**config.mk**
```make
export PLATFORM = sky130hd
export DESIGN_NAME = odither_core
export DESIGN_NICKNAME = d
export VERILOG_FILES = /design/src/rtl/odith_pkg.sv /design/src/rtl/odith_width_decode.sv /design/src/rtl/odith_rank.sv /design/src/rtl/odith_channel.sv /design/src/rtl/odither_core.sv
export SDC_FILE = /design/constraint.sdc
export NUM_CORES = 1
export LEC_CHECK = 0
export BUFFER_PORTS_ARGS = -buffer_cell sky130_fd_sc_hd__buf_4
export CAP_MARGIN = 15
export CORE_ASPECT_RATIO = 1.4
export CORE_UTILIZATION = 60
export DETAILED_ROUTE_END_ITERATION = 6
export HOLD_SLACK_MARGIN = 0.06
export PLACE_DENSITY = 0.88
export SYNTH_ARGS = -nofsm -noshare
export SYNTH_HDL_FRONTEND = slang
export SYNTH_HIERARCHICAL = 1
export SYNTH_SLANG_ARGS = --single-unit
```
**constraint.sdc**
```tcl
create_clock -name clk -period 19.3 [get_ports clk]
set_input_delay 2.895 -clock clk [delete_from_list [all_inputs] [get_ports clk]]
set_output_delay 2.895 -clock clk [all_outputs]
set_load 0.02 [all_outputs]
```
**src/rtl/odith_pkg.sv**
```systemverilog
package odith_pkg;

    typedef enum logic [2:0] {
        MODE_BYPASS = 3'd0,
        MODE_CUT1   = 3'd1,
        MODE_CUT2   = 3'd2,
        MODE_CUT3   = 3'd3,
        MODE_CUT4   = 3'd4,
        MODE_CUT6   = 3'd6
    } cut_mode_e;

    localparam int MODE_W = 3;

endpackage

```
**src/rtl/odith_width_decode.sv**
```systemverilog
module odith_width_decode
    import odith_pkg::*;
#(
    parameter int TW_W = 4
) (
    input  logic [MODE_W-1:0] mode_i,
    output logic [TW_W-1:0]   cut_o
);
    always_comb begin
        case (mode_i)
            MODE_CUT1, MODE_CUT2, MODE_CUT3,
            MODE_CUT4, MODE_CUT6: cut_o = TW_W'(mode_i);
            default:              cut_o = '0;
        endcase
    end
endmodule

```
**src/rtl/odith_rank.sv**
```systemverilog
module odith_rank #(
    parameter int TILE_LOG2 = 3,
    localparam int RANK_W = 2 * TILE_LOG2
) (
    input  logic [TILE_LOG2-1:0] x_i,
    input  logic [TILE_LOG2-1:0] y_i,
    output logic [RANK_W-1:0]    rank_o
);
    // Recursive Bayer order: the lowest coordinate bits form the rank MSBs.
    for (genvar lvl = 0; lvl < TILE_LOG2; lvl++) begin : g_level
        assign rank_o[RANK_W-1-2*lvl] = x_i[lvl] ^ y_i[lvl];
        assign rank_o[RANK_W-2-2*lvl] = y_i[lvl];
    end
endmodule

```
**src/rtl/odith_channel.sv**
```systemverilog
module odith_channel #(
    parameter int CH_W = 8,
    parameter int RANK_W = 6,
    parameter int TW_W = 4
) (
    input  logic [CH_W-1:0]   pix_i,
    input  logic [TW_W-1:0]   cut_i,
    input  logic [RANK_W-1:0] rank_i,
    output logic [CH_W-1:0]   pix_o
);
    localparam logic [TW_W-1:0] RANK_WN = TW_W'(RANK_W);

    logic [CH_W-1:0]   low_mask;
    logic [CH_W-1:0]   low_bits;
    logic [CH_W-1:0]   kept;
    logic [CH_W-1:0]   kept_max;
    logic [TW_W-1:0]   shamt;
    logic [RANK_W:0]   thresh;
    logic              bump;

    always_comb begin
        low_mask = (CH_W'(1) << cut_i) - CH_W'(1);
        low_bits = pix_i & low_mask;
        kept     = pix_i >> cut_i;
        kept_max = {CH_W{1'b1}} >> cut_i;
        shamt    = RANK_WN - cut_i;
        thresh   = (RANK_W+1)'(low_bits) << shamt;
        bump     = ({1'b0, rank_i} < thresh) && (kept != kept_max);
        pix_o    = bump ? kept + CH_W'(1) : kept;
    end

    always_comb begin
        AST_SAT_RANGE: assert (pix_o <= kept_max);
        AST_BYPASS_EXACT: assert ((cut_i != '0) || (pix_o == pix_i));
    end
endmodule

```
**src/rtl/odither_core.sv**
```systemverilog
module odither_core
    import odith_pkg::*;
#(
    parameter int CH_W      = 8,
    parameter int TILE_LOG2 = 3,
    parameter int CNT_W     = 11
) (
    input  logic                 clk,
    input  logic                 rst_n,
    input  logic                 frame_start,
    input  logic [MODE_W-1:0]    mode_sel,
    input  logic                 in_valid,
    input  logic [CH_W-1:0]      in_r,
    input  logic [CH_W-1:0]      in_g,
    input  logic [CH_W-1:0]      in_b,
    input  logic [CNT_W-1:0]     x_cnt,
    input  logic [CNT_W-1:0]     y_cnt,
    output logic                 out_valid,
    output logic [CH_W-1:0]      out_r,
    output logic [CH_W-1:0]      out_g,
    output logic [CH_W-1:0]      out_b
);
    localparam int RANK_W = 2 * TILE_LOG2;
    localparam int TW_W   = $clog2(CH_W + 1);
    localparam int NCH    = 3;

    typedef struct packed {
        logic [MODE_W-1:0]          mode;
        logic                       vld;
        logic [NCH-1:0][CH_W-1:0]   pix;
    } core_st_t;

    core_st_t st_d, st_q;

    logic [MODE_W-1:0]          mode_eff;
    logic [TW_W-1:0]            cut_w;
    logic [RANK_W-1:0]          rank_w;
    logic [NCH-1:0][CH_W-1:0]   pix_in;
    logic [NCH-1:0][CH_W-1:0]   pix_red;
    logic                       unused_cnt_hi;

    assign unused_cnt_hi = ^{x_cnt[CNT_W-1:TILE_LOG2], y_cnt[CNT_W-1:TILE_LOG2]};
    assign mode_eff = frame_start ? mode_sel : st_q.mode;
    assign pix_in   = {in_b, in_g, in_r};

    odith_width_decode #(.TW_W(TW_W)) u_decode (
        .mode_i (mode_eff),
        .cut_o  (cut_w)
    );

    odith_rank #(.TILE_LOG2(TILE_LOG2)) u_rank (
        .x_i    (x_cnt[TILE_LOG2-1:0]),
        .y_i    (y_cnt[TILE_LOG2-1:0]),
        .rank_o (rank_w)
    );

    for (genvar c = 0; c < NCH; c++) begin : g_chan
        odith_channel #(
            .CH_W   (CH_W),
            .RANK_W (RANK_W),
            .TW_W   (TW_W)
        ) u_chan (
            .pix_i  (pix_in[c]),
            .cut_i  (cut_w),
            .rank_i (rank_w),
            .pix_o  (pix_red[c])
        );
    end

    always_comb begin
        st_d     = st_q;
        st_d.vld = in_valid;
        if (frame_start) st_d.mode = mode_sel;
        if (in_valid)    st_d.pix  = pix_red;
    end

    always_ff @(posedge clk or negedge rst_n) begin
        if (!rst_n) st_q <= '0;
        else        st_q <= st_d;
    end

    assign out_valid = st_q.vld;
    assign out_r     = st_q.pix[0];
    assign out_g     = st_q.pix[1];
    assign out_b     = st_q.pix[2];

    AST_VALID_LATENCY: assert property (@(posedge clk) disable iff (!rst_n)
        in_valid |=> out_valid);
    AST_IDLE_LOW: assert property (@(posedge clk) disable iff (!rst_n)
        !in_valid |=> !out_valid);
    AST_DATA_HOLD: assert property (@(posedge clk) disable iff (!rst_n)
        !in_valid |=> ($stable(out_r) && $stable(out_g) && $stable(out_b)));
    AST_MODE_HOLD: assert property (@(posedge clk) disable iff (!rst_n)
        !frame_start |=> $stable(st_q.mode));
endmodule

```
==> reports/metrics.yaml <==
placement:
  place_congestion: 0.9531
  io_buffer_count: 61
  hpwlAfterDp_um: 9678
  dpl.cell_count: 754
  place_area_mm2: 0.005509
pwr:
  ir_drop_mv: 0.09146
  total_power_uw: 359.1
  swShare_pct: 45.00
  clock_power_share_pct: 12.8
  sequentialPowerShare_pct: 21.0
  p_leak_nw: 2.379
  switching_power_uw: 161.6
  share_comb_of_total_power_pct: 66.2
  internal_power_uw: 197.5
  power_density_mw_per_mm2: 64.31
clock_network:
  cts_root_buffer: "clkbuf_16"
  htreeDepth: 1
  cts_tree: "done"
  cts_resized: 0
  cts_setup_buffers: 0
  cts_buffers: 3
  clock_latency_ns: 0.26
  hold_buffers: 0
  cts_max_path_buffers: 2
  path_clk_slew_ns: 0.06
  cts.sinks: 28
route:
  vias: 5038
  post_drt_via_cell_ratio: 6.655
  drt_wl_total_um: 12910
  drt_iter0_drc: 497
  wl_per_cell_um: 17.06
  detail-route-antenna-nets: 0
  first_pass_iters: 5
  drc: 0
worst_setup_path:
  crit_path_start_kind: "input port"
  crit_fanout: 30
  critPathMostFrequentCell: "ha_1"
  cp.buffers_inverters: 2
  cpMaxStageDelayCell: "and2b_2"
  max_stage_delay_ns: 0.66
  cp.arrival_ns: 8.88
  cpLargestDelayFamily: "simple AND/OR/NAND/NOR gates"
  critPathCaptureType: "flop"
  path_cells: "buf_4, mux2_2, and2b_2, clkinv_1, ha_1, or3b_1, ha_1, and4bb_2, o41ai_2, mux2_2, nor2_1, a21oi_1, mux2i_1, nand2_1, ha_1, a2111oi_0, o21ai_0, o311a_1, or4_1, xnor2_1, mux2_4"
  cp.required_ns: 19.45
  worstSetupPathType: "input port to flop"
yosys:
  yosys_warnings: 6
  synthArstFlopShare_pct: 100.0
  syn_inst: 648
  synth_edf_count: 0
  syn_avg_cell_area_um2: 8.249
  yosysSeqAreaShare_pct: 13.11
  ys.flop_type: "dfrtp_1"
  synth_seq_cells: 28
  synth_top_area_cell: "dfrtp_1"
  yosys.area.top_type_share_pct: 13.11
  synth.distinct_cells: 102
  netlist_top_cells_count: "nand2_1, nor2_1, ha_1"
  synth_area_leaders: "dfrtp_1, ha_1, mux2_4"
  syn_nets: 743
  syn_area_mm2: 0.005345
  synth.most_common_cell: "nand2_1"
sta:
  fin_crit_ns: 8.729
  fin_skew_ns: 0.002236
  finalMaxSlewViolations: 0
  hold_ws_ns: 0.5079
  worst_slew_pin_slew_ns: 0.9831
  fin_tns_setup_ns: 0
  max_freq_mhz: 114.6
  hold_viol: 0
  setup_viol: 0
  period_share_pct: 45.23
  slew_headroom_pct: 33.43
  rsz0062_at_grt: "no"
layout:
  nFillCells: 752
  final_area_mm2: 0.005584
  area_growth_pct: 4.471
  drive_gt1_share_pct: 21.47
  antenna_cells: 0
  instances_no_fill: 757
  final_nets: 749
die:
  core-area_mm2: 0.008608
  die_h_um: 113.7
  initial_core_util_pct: 62.09
  die_w_um: 81.77
  fp-row-count: 40
  die_area_mm2: 0.009295
  ios: 78
grt:
  antenna_found_initial: 0
  grt_max_degree: 68
  gr-total-overflow: 0
  grt_pass1_vias: 4648
  grt_usage_pct: 28.56
  grt_pass1_wl_um: 21800
flow_run:
  max_cap_viol_count: 0
outcome:
  status: "completed"
min_path:
  min_path_type: "flop to flop"
## worst paths after layout
path,from,endpoint,slack (ns),depth (start not counted)
max in group asynchronous,rst_n,out_r[3]$_DFFE_PN0P_,16.51,1
worst max-delay path,frame_start,out_r[4]$_DFFE_PN0P_,10.57,21
worst min register to register,st_q[26]$_DFF_PN0_,st_q[26]$_DFF_PN0_,0.51,1
min in group asynchronous,rst_n,out_g[4]$_DFFE_PN0P_,2.53,1
worst max register to register,st_q[27]$_DFF_PN0_,out_r[4]$_DFFE_PN0P_,13.01,20
worst min-delay path,st_q[26]$_DFF_PN0_,st_q[26]$_DFF_PN0_,0.51,1
## registers in the layout, summed over array words and instances (netlist names)
register	count
out_valid	1
st_q	3
out_b	8
out_r	8
out_g	8
## per-layer routing
metal / vias up / GRT usage, % / routed length (µm)
met4: 0 / 10.53 / 321
met2: 243 / 47.99 / 6362
met5: - / 0 / 0
met3: 34 / 0.9600 / 732
li1: 2377 / - / -
met1: 2384 / 38.18 / 5495
## worst register-to-register path: stages, from the launching register on
cell	delay, ns
dfrtp_1	0.36
mux2_2	0.32
and2b_2	0.66
clkinv_1	0.51
ha_1	0.49
or3b_1	0.29
ha_1	0.29
and4bb_2	0.28
o41ai_2	0.42
mux2_2	0.23
nor2_1	0.04
a21oi_1	0.12
mux2i_1	0.08
nand2_1	0.09
ha_1	0.24
a2111oi_0	0.42
o21ai_0	0.20
o311a_1	0.22
or4_1	0.52
xnor2_1	0.16
mux2_4	0.26
## placed cells by master, fill, tap and decap left out, types with 5 or more instances in the layout
cell type | netlist | final
a21oi_1 | 17 | 17
a31oi_1 | 8 | 8
and2_1 | 10 | 10
and3_1 | 5 | 5
buf_4 | 32 | 64
dfrtp_1 | 28 | 28
ha_1 | 42 | 42
inv_1 | 16 | 16
inv_2 | 6 | 6
mux2_2 | 13 | 13
mux2_4 | 21 | 21
mux2i_1 | 25 | 25
nand2_1 | 58 | 58
nand2b_1 | 15 | 15
nand3_1 | 28 | 28
nand4_1 | 11 | 11
nor2_1 | 46 | 46
nor2b_1 | 15 | 14
nor3_1 | 16 | 16
nor4_1 | 7 | 7
o211ai_1 | 8 | 8
o21ai_0 | 36 | 36
o31ai_1 | 9 | 9
xnor2_1 | 11 | 11
xor2_1 | 15 | 15
## layout make-up
| type | instances | area (µm²) | area share, % |
|---|---|---|---|
| clock buffers | 3 | 75.07 | 1.344 |
| inverters | 23 | 86.33 | 1.546 |
| multi-input cells | 534 | 4110 | 73.61 |
| flip-flops and latches | 28 | 700.7 | 12.55 |
| well taps | 105 | 131.4 | 2.353 |
| repair buffers | 64 | 480.5 | 8.604 |
## cell families (layout without fill, tap and decap cells)
group	Yosys count	in the layout	share of synthesized area [%]
xor gates and xnor gates	28	28	4.869
muxes	65	65	15.54
AOI/OAI and AO/OA	146	146	20.55
DFF	28	28	13.11
adders and majority gates	42	42	9.831
other	1	1	0.07016
and+or+nand+nor	252	252	25.68
buffers and inverters	86	90	10.35
## power groups by stage
stage | Combinational, mW | Clock [mW] | Sequential (mW)
floorplan | 0.193 | 0 | 0.0744
global placement | 0.223 | 0 | 0.0761
detailed placement | 0.232 | 0 | 0.0769
CTS | 0.233 | 0.0468 | 0.0758
global route | 0.260 | 0.0487 | 0.0769
finish | 0.238 | 0.0460 | 0.0755
## metrics by stage
stage | utilization (%) | worst slack, ns
floorplan | - | 10.36
global placement | 64.00 | 10.66
detailed placement | 64.00 | 10.45
CTS | 64.87 | 10.71
global route | 64.87 | 10.22
finish | 64.87 | 10.57
Note: power is estimated with default switching activity, not from simulation.
